==> src/rtl/uart_eng_pkg.sv <==
package uart_eng_pkg;
  localparam int DATA_W  = 8;
  localparam int FRAME_W = 12;

  typedef enum logic [2:0] {
    RX_IDLE, RX_START, RX_DATA, RX_PAR, RX_STOP
  } rx_state_t;

  function automatic logic [3:0] char_bits(input logic [1:0] code);
    return 4'd5 + {2'b00, code};
  endfunction

  // parity bit to send for the configured number of data bits
  function automatic logic parity_bit(input logic [DATA_W-1:0] d,
                                      input logic [1:0] code,
                                      input logic even);
    logic x;
    x = 1'b0;
    for (int i = 0; i < DATA_W; i++)
      if (i < int'(char_bits(code))) x = x ^ d[i];
    return even ? x : ~x;
  endfunction
endpackage

==> src/rtl/uart_rst_sync.sv <==
module uart_rst_sync (
  input  logic clk,
  input  logic rst_n,
  output logic rst_n_o
);
  logic [1:0] stg_q;
  always_ff @(posedge clk or negedge rst_n) begin
    if (!rst_n) stg_q <= 2'b00;
    else        stg_q <= {stg_q[0], 1'b1};
  end
  assign rst_n_o = stg_q[1];
endmodule

==> src/rtl/uart_bit_sync.sv <==
module uart_bit_sync (
  input  logic clk,
  input  logic rst_n,
  input  logic d_i,
  output logic q_o
);
  logic [1:0] stg_q;
  always_ff @(posedge clk or negedge rst_n) begin
    if (!rst_n) stg_q <= 2'b11;
    else        stg_q <= {stg_q[0], d_i};
  end
  assign q_o = stg_q[1];
endmodule

==> src/rtl/uart_tx_path.sv <==
module uart_tx_path
  import uart_eng_pkg::*;
#(
  parameter int CNT_W = 24
) (
  input  logic              clk,
  input  logic              rst_n,
  input  logic              run_i,
  input  logic [1:0]        code_i,
  input  logic              par_en_i,
  input  logic              par_even_i,
  input  logic              two_stop_i,
  input  logic [CNT_W-1:0]  bit_cnt_i,
  input  logic [DATA_W-1:0] data_i,
  input  logic              valid_i,
  output logic              ready_o,
  output logic              txd_o
);
  logic               busy_q, busy_n;
  logic [FRAME_W-1:0] frame_q, frame_n;
  logic [3:0]         left_q, left_n;
  logic [CNT_W-1:0]   cnt_q, cnt_n;
  logic               txd_q, txd_n;
  logic [CNT_W:0]     cnt_inc;
  logic               bit_end, accept;
  logic [FRAME_W-1:0] built;
  logic [FRAME_W-1:0] dext;
  logic [3:0]         nbits;
  logic               pbit;

  assign cnt_inc = {1'b0, cnt_q} + (CNT_W+1)'(1);
  assign bit_end = cnt_inc >= {1'b0, bit_cnt_i};
  assign accept  = run_i && !busy_q && valid_i;
  assign nbits   = char_bits(code_i);
  assign pbit    = parity_bit(data_i, code_i, par_even_i);
  assign dext    = {{(FRAME_W-DATA_W-1){1'b0}}, data_i, 1'b0};

  // frame with start at bit 0, idle-high padding above the last stop bit
  always_comb begin
    for (int k = 0; k < FRAME_W; k++) begin
      if (k == 0)                          built[k] = 1'b0;
      else if (k <= int'(nbits))           built[k] = dext[k];
      else if (par_en_i && k == int'(nbits) + 1) built[k] = pbit;
      else                                 built[k] = 1'b1;
    end
  end

  always_comb begin
    busy_n  = busy_q;
    frame_n = frame_q;
    left_n  = left_q;
    cnt_n   = cnt_q;
    txd_n   = txd_q;
    if (!run_i) begin
      busy_n = 1'b0;
      txd_n  = 1'b1;
      cnt_n  = '0;
    end else if (accept) begin
      busy_n  = 1'b1;
      txd_n   = built[0];
      frame_n = {1'b1, built[FRAME_W-1:1]};
      left_n  = 4'd2 + nbits + {3'b000, par_en_i} + {3'b000, two_stop_i};
      cnt_n   = '0;
    end else if (busy_q) begin
      if (bit_end) begin
        cnt_n = '0;
        if (left_q == 4'd1) begin
          busy_n = 1'b0;
          txd_n  = 1'b1;
        end else begin
          txd_n   = frame_q[0];
          frame_n = {1'b1, frame_q[FRAME_W-1:1]};
          left_n  = left_q - 4'd1;
        end
      end else begin
        cnt_n = cnt_inc[CNT_W-1:0];
      end
    end
  end

  always_ff @(posedge clk or negedge rst_n) begin
    if (!rst_n) begin
      busy_q  <= 1'b0;
      frame_q <= '1;
      left_q  <= '0;
      cnt_q   <= '0;
      txd_q   <= 1'b1;
    end else begin
      busy_q  <= busy_n;
      frame_q <= frame_n;
      left_q  <= left_n;
      cnt_q   <= cnt_n;
      txd_q   <= txd_n;
    end
  end

  assign ready_o = run_i && !busy_q;
  assign txd_o   = txd_q;

  // accepted byte puts the start bit on the line at the next edge
  a_r2_start_low: assert property (@(posedge clk) disable iff (!rst_n)
    (valid_i && ready_o) |=> !txd_o);
  // a disabled transmitter leaves the line idle
  a_r6_tx_line_idle: assert property (@(posedge clk) disable iff (!rst_n)
    !run_i |=> txd_o);
endmodule

==> src/rtl/uart_rx_path.sv <==
module uart_rx_path
  import uart_eng_pkg::*;
#(
  parameter int CNT_W = 24
) (
  input  logic              clk,
  input  logic              rst_n,
  input  logic              run_i,
  input  logic [1:0]        code_i,
  input  logic              par_en_i,
  input  logic              par_even_i,
  input  logic [CNT_W-1:0]  bit_cnt_i,
  input  logic [CNT_W-1:0]  smp_cnt_i,
  input  logic              rxs_i,
  output logic [DATA_W-1:0] data_o,
  output logic              valid_o,
  output logic              par_err_o,
  output logic              stop_err_o
);
  rx_state_t         st_q, st_n;
  logic [CNT_W-1:0]  cnt_q, cnt_n;
  logic [3:0]        idx_q, idx_n;
  logic [DATA_W-1:0] sh_q, sh_n;
  logic              par_q, par_n;
  logic              prev_q;
  logic [DATA_W-1:0] data_q, data_n;
  logic              valid_q, valid_n, pe_q, pe_n, se_q, se_n;
  logic [CNT_W:0]    cnt_inc;
  logic              bit_end, smp;
  logic [3:0]        nbits;
  logic [DATA_W-1:0] aligned;

  assign cnt_inc = {1'b0, cnt_q} + (CNT_W+1)'(1);
  assign bit_end = cnt_inc >= {1'b0, bit_cnt_i};
  assign smp     = cnt_q == smp_cnt_i;
  assign nbits   = char_bits(code_i);
  assign aligned = sh_q >> (4'd8 - nbits);

  always_comb begin
    st_n    = st_q;
    cnt_n   = bit_end ? '0 : cnt_inc[CNT_W-1:0];
    idx_n   = idx_q;
    sh_n    = sh_q;
    par_n   = par_q;
    data_n  = data_q;
    valid_n = 1'b0;
    pe_n    = pe_q;
    se_n    = se_q;
    if (!run_i) begin
      st_n  = RX_IDLE;
      cnt_n = '0;
    end else begin
      unique case (st_q)
        RX_IDLE: begin
          cnt_n = '0;
          if (prev_q && !rxs_i) st_n = RX_START;
        end
        RX_START: begin
          if (smp && rxs_i)  st_n = RX_IDLE;
          else if (bit_end) begin
            st_n  = RX_DATA;
            idx_n = '0;
          end
        end
        RX_DATA: begin
          if (smp) sh_n = {rxs_i, sh_q[DATA_W-1:1]};
          if (bit_end) begin
            if (idx_q == nbits - 4'd1) st_n = par_en_i ? RX_PAR : RX_STOP;
            else                       idx_n = idx_q + 4'd1;
          end
        end
        RX_PAR: begin
          if (smp)     par_n = rxs_i;
          if (bit_end) st_n  = RX_STOP;
        end
        RX_STOP: begin
          if (smp) begin
            st_n    = RX_IDLE;
            valid_n = 1'b1;
            data_n  = aligned;
            pe_n    = par_en_i && (par_q != parity_bit(aligned, code_i, par_even_i));
            se_n    = !rxs_i;
          end
        end
        default: st_n = RX_IDLE;
      endcase
    end
  end

  always_ff @(posedge clk or negedge rst_n) begin
    if (!rst_n) begin
      st_q    <= RX_IDLE;
      cnt_q   <= '0;
      idx_q   <= '0;
      sh_q    <= '0;
      par_q   <= 1'b0;
      prev_q  <= 1'b1;
      data_q  <= '0;
      valid_q <= 1'b0;
      pe_q    <= 1'b0;
      se_q    <= 1'b0;
    end else begin
      st_q    <= st_n;
      cnt_q   <= cnt_n;
      idx_q   <= idx_n;
      sh_q    <= sh_n;
      par_q   <= par_n;
      prev_q  <= rxs_i;
      data_q  <= data_n;
      valid_q <= valid_n;
      pe_q    <= pe_n;
      se_q    <= se_n;
    end
  end

  assign data_o     = data_q;
  assign valid_o    = valid_q;
  assign par_err_o  = pe_q;
  assign stop_err_o = se_q;

  // one strobe per character
  a_r7_valid_pulse: assert property (@(posedge clk) disable iff (!rst_n)
    valid_o |=> !valid_o);
  // delivery only follows an enabled cycle
  a_r6_rx_gated: assert property (@(posedge clk) disable iff (!rst_n)
    valid_o |-> $past(run_i));
  // unused upper bits read as zero
  a_r3_upper_zero: assert property (@(posedge clk) disable iff (!rst_n)
    valid_o |-> ((data_o >> nbits) == '0));
endmodule

==> src/rtl/uart_frame_engine.sv <==
module uart_frame_engine
  import uart_eng_pkg::*;
#(
  parameter int CNT_W = 24
) (
  input  logic             clk,
  input  logic             rst_n,
  input  logic             cfg_en,
  input  logic             cfg_tx_en,
  input  logic             cfg_rx_en,
  input  logic [1:0]       cfg_char_len,
  input  logic             cfg_par_en,
  input  logic             cfg_par_even,
  input  logic             cfg_two_stop,
  input  logic [CNT_W-1:0] cfg_bit_cnt,
  input  logic [CNT_W-1:0] cfg_smp_cnt,
  input  logic [7:0]       tx_data,
  input  logic             tx_valid,
  output logic             tx_ready,
  output logic             txd,
  input  logic             rxd,
  output logic [7:0]       rx_data,
  output logic             rx_valid,
  output logic             rx_par_err,
  output logic             rx_stop_err
);
  logic rst_s_n, rxs;

  uart_rst_sync u_rst (.clk(clk), .rst_n(rst_n), .rst_n_o(rst_s_n));
  uart_bit_sync u_rxs (.clk(clk), .rst_n(rst_s_n), .d_i(rxd), .q_o(rxs));

  uart_tx_path #(.CNT_W(CNT_W)) u_tx (
    .clk(clk), .rst_n(rst_s_n), .run_i(cfg_en && cfg_tx_en),
    .code_i(cfg_char_len), .par_en_i(cfg_par_en), .par_even_i(cfg_par_even),
    .two_stop_i(cfg_two_stop), .bit_cnt_i(cfg_bit_cnt),
    .data_i(tx_data), .valid_i(tx_valid), .ready_o(tx_ready), .txd_o(txd));

  uart_rx_path #(.CNT_W(CNT_W)) u_rx (
    .clk(clk), .rst_n(rst_s_n), .run_i(cfg_en && cfg_rx_en),
    .code_i(cfg_char_len), .par_en_i(cfg_par_en), .par_even_i(cfg_par_even),
    .bit_cnt_i(cfg_bit_cnt), .smp_cnt_i(cfg_smp_cnt), .rxs_i(rxs),
    .data_o(rx_data), .valid_o(rx_valid), .par_err_o(rx_par_err),
    .stop_err_o(rx_stop_err));
endmodule

==> config.mk <==
export PLATFORM = sky130hd
export DESIGN_NAME = uart_frame_engine
export DESIGN_NICKNAME = d
export VERILOG_FILES = /design/src/rtl/uart_eng_pkg.sv /design/src/rtl/uart_rst_sync.sv /design/src/rtl/uart_bit_sync.sv /design/src/rtl/uart_tx_path.sv /design/src/rtl/uart_rx_path.sv /design/src/rtl/uart_frame_engine.sv
export SDC_FILE = /design/constraint.sdc
export NUM_CORES = 1
export LEC_CHECK = 0
export BUFFER_PORTS_ARGS = -buffer_cell sky130_fd_sc_hd__buf_2
export CAP_MARGIN = 40
export CELL_PAD_IN_SITES_DETAIL_PLACEMENT = 0
export CELL_PAD_IN_SITES_GLOBAL_PLACEMENT = 1
export CORE_ASPECT_RATIO = 1.4
export CORE_MARGIN = 4
export CORE_UTILIZATION = 40
export DETAILED_ROUTE_END_ITERATION = 12
export PLACE_DENSITY = 0.79
export SYNTH_ARGS = -nofsm -noshare
export SYNTH_HDL_FRONTEND = slang
export SYNTH_HIERARCHICAL = 1
export SYNTH_SLANG_ARGS = --single-unit
==> constraint.sdc <==
create_clock -name clk -period 8.8 [get_ports clk]
set_input_delay 1.76 -clock clk [delete_from_list [all_inputs] [get_ports clk]]
set_output_delay 1.76 -clock clk [all_outputs]
set_load 0.01 [all_outputs]
==> impl_metrics.yaml <==
global_route:
  grt_pass1_wl_mm: 28.7
  grt_overflow: 0
  grt_pass1_vias: 5734
  grtUsageTotal_pct: 17.3
  grt_max_degree: 53
  antenna_found_initial: 0
sta:
  fin_crit_sh_pct: 49.6
  setup_slack_ns: 4.44
  worst_pin_slew_ns: 0.709
  final_max_slew_viol_count: 0
  fin_skew_ns: 0.0101
  period_needed_ns: 4.36
  setup_tns_ns: 0
  hold_viol_final: 0
  slew_headroom_pct: 52.4
  setup_viol: 0
  rsz0062_at_grt: "false"
  maxClockFrequency_mhz: 229
  whs_ns: 0.265
floorplanning:
  die_w_um: 123
  start_util_pct: 41.0
  num_rows: 58
  die_h_um: 169
  die-area_um2: 20800
  io_pins: 81
  core-area_um2: 18100
cts:
  clkTransAtPathRegs_ns: 0.07
  clk-insertion-delay-late_ns: 0.35
  cts_tree: "built"
  post_cts_buffers: 0
  cts_made_buffers: 9
  clockBufferDepth: 2
  cts_sinks: 97
  root_buffer: "clkbuf_16"
  htreeDepth: 3
  cts-resized-gates: 0
  hold_buffers: 0
status:
  status: "finished clean"
detailed_routing:
  avgViaCountPerCell: 5.27
  drtIter0Drc: 304
  firstDrtPassIters: 5
  top_layer_used: "met4"
  routed-wl-met3_um: 487
  route.detailed.drc: 0
  wl_per_cell_um: 15.8
  via_count: 5791
  wl_met2_mm: 8.82
  postRouteAntennaNets: 0
  drt-met1-wl_mm: 7.76
  wl_mm: 17.4
finish:
  syn_to_final_growth_pct: 12.9
  instances_no_fill: 1099
  post_route_cells_drive_above_1_share_pct: 19.0
  final_util_pct: 46.3
  nNetsFinal: 992
  final_area_um2: 8360
  n_antenna_cell: 0
critical_path:
  cp-start-kind: "input pin"
  worstPathArrival_ns: 2.60
  crit_type: "in2out"
  r2r-start: "u_tx/cnt_q[0]"
  rr_endpoint: "u_tx/left_q[1]"
  cp-end-kind: "primary output"
  worstPathMaxFanout: 5
  crit_required_ns: 7.04
  regToRegSetupSlack_ns: 4.62
  reg2reg_depth: 11
placed_design:
  io_buffer_count: 80
  dp_slack_ns: 4.16
  place.gp.congestion: 0.823
  dp_cells: 1083
  dp_hpwl_mm: 13.7
  dpl-instance-area_um2: 8060
yosys:
  synth-edff-count: 0
  synth_area_um2: 7410
  ys_seq_elements: 97
  synth_nets: 919
  avgSynthCellArea_um2: 9.48
  yosys_most_used_dff: "dfrtp_1"
  synthCells: 781
  synth-async-reset-ratio_pct: 100
  ys_types: 79
  yosysWarnings: 6
  seq_area_frac_synth_pct: 33.0
power_and_ir_drop:
  p_leak_nw: 3.95
  power_density_nw_per_um2: 122
  power.total_mw: 1.02
  peakVddDrop_v: 0.0000838
min_path:
  min_path_type: "reg2async"
run:
  drv_cap: 0
-- logic make-up after synthesis --
logic type	synth area share (%)
AND/OR/NAND/NOR	19.9
flip-flops	33.0
adder cells (fa/ha/maj)	11.9
other	0.0506
buffers and inverters	5.78
XOR/XNOR	11.2
AO/OA/AOI/OAI	14.1
multiplexers	4.00
-- how the worst max path moves through the flow --
stage | start | to | slack (ns) | depth (start not counted)
after floorplan | cfg_en | tx_ready | 4.84 | 2
after global placement | cfg_char_len[0] | u_rx/par_err_o | 4.26 | 9
after detailed placement | cfg_char_len[0] | u_rx/par_err_o | 4.16 | 9
after CTS | cfg_en | tx_ready | 4.46 | 4
after global routing | u_tx/cnt_q[0] | u_tx/left_q[1] | 4.33 | 11
final | cfg_en | tx_ready | 4.44 | 4
-- report_power, final --
part | internal [mW] | switching, mW | leakage, nW
sequential | 0.468 | 0.0133 | 1.28
clock | 0.223 | 0.184 | 0.139
combinational | 0.0596 | 0.0751 | 2.52
-- worst max-delay path, stage by stage --
cell and delay [ns]:
buf_2 0.08, and2_1 0.28, nor2b_1 0.29, buf_2 0.19
-- sequential cells by signal (all words and copies together) (netlist names), 3 cells and up --
| signal | count |
|---|---|
| u_rx/data_o | 8 |
| u_tx/cnt_q | 24 |
| u_rx/cnt_q | 24 |
| u_rx/sh_q | 8 |
| u_rx/idx_q | 4 |
| u_tx/left_q | 4 |
| u_tx/frame_q | 11 |
| u_rx/st_q | 3 |
-- layout by cell type (no fill, tap or decap), types with 9 or more instances in the layout --
cell and instances:
nand2_1 79, nor2b_1 22, mux2_2 9, xor2_1 23
o21ai_0 22, a21oi_1 20, dfstp_2 15, buf_2 80
dfrtp_1 81, nand3_1 32, nor2_1 30, inv_1 76
o211ai_1 12, a211oi_1 9, nor3_1 13, nand4_1 22
and2_1 10, clkbuf_16 9, a22o_1 18, xnor2_1 67
ha_1 69
-- per-layer routing --
metal	GRT usage (%)	up-vias
met5	0	-
met4	4.82	0
met3	2.31	19
met2	29.6	77
met1	22.7	2778
li1	-	2917
-- layout make-up --
cell class | instances | area (µm²)
inverters | 76 | 285
clock inverters | 7 | 78.8
clock buffers | 9 | 225
fillers | 1752 | 9710
well taps | 240 | 300
multi-input cells | 584 | 4530
flip-flops and latches | 97 | 2450
repair buffers | 86 | 488
-- synth_stat cells (3+ instances only) --
cell        n  area (µm²)
a211o_1     4        35.0
a211oi_1    9        67.6
a211oi_2    3        37.5
a21o_1      3        22.5
a21oi_1    20         100
a221o_1     4        40.0
a221oi_1    3        26.3
a22o_1     18         158
a22oi_1     3        22.5
and2_1     10        62.6
and3_1      8        50.1
and4_1      7        61.3
buf_2       7        35.0
buf_6       5        56.3
clkbuf_1    9        33.8
dfrtp_1    82        2050
dfstp_2    15         394
ha_1       69         863
inv_1      76         285
mux2_2      9         101
mux2i_1     6        60.1
mux4_2      6         135
nand2_1    79         297
nand2b_1    4        25.0
nand3_1    32         160
nand4_1    22         138
nand4_2     4        50.1
nor2_1     30         113
nor2b_1    22         138
nor2b_2     5        43.8
nor3_1     13        65.1
nor3b_1     5        37.5
nor4_1      8        50.1
o2111ai_1   3        26.3
o211ai_1   12        90.1
o21ai_0    22         110
o31ai_1     6        45.0
o32ai_1     4        35.0
xnor2_1    67         587
xor2_1     23         201
Power figures use the tool's default switching activity.
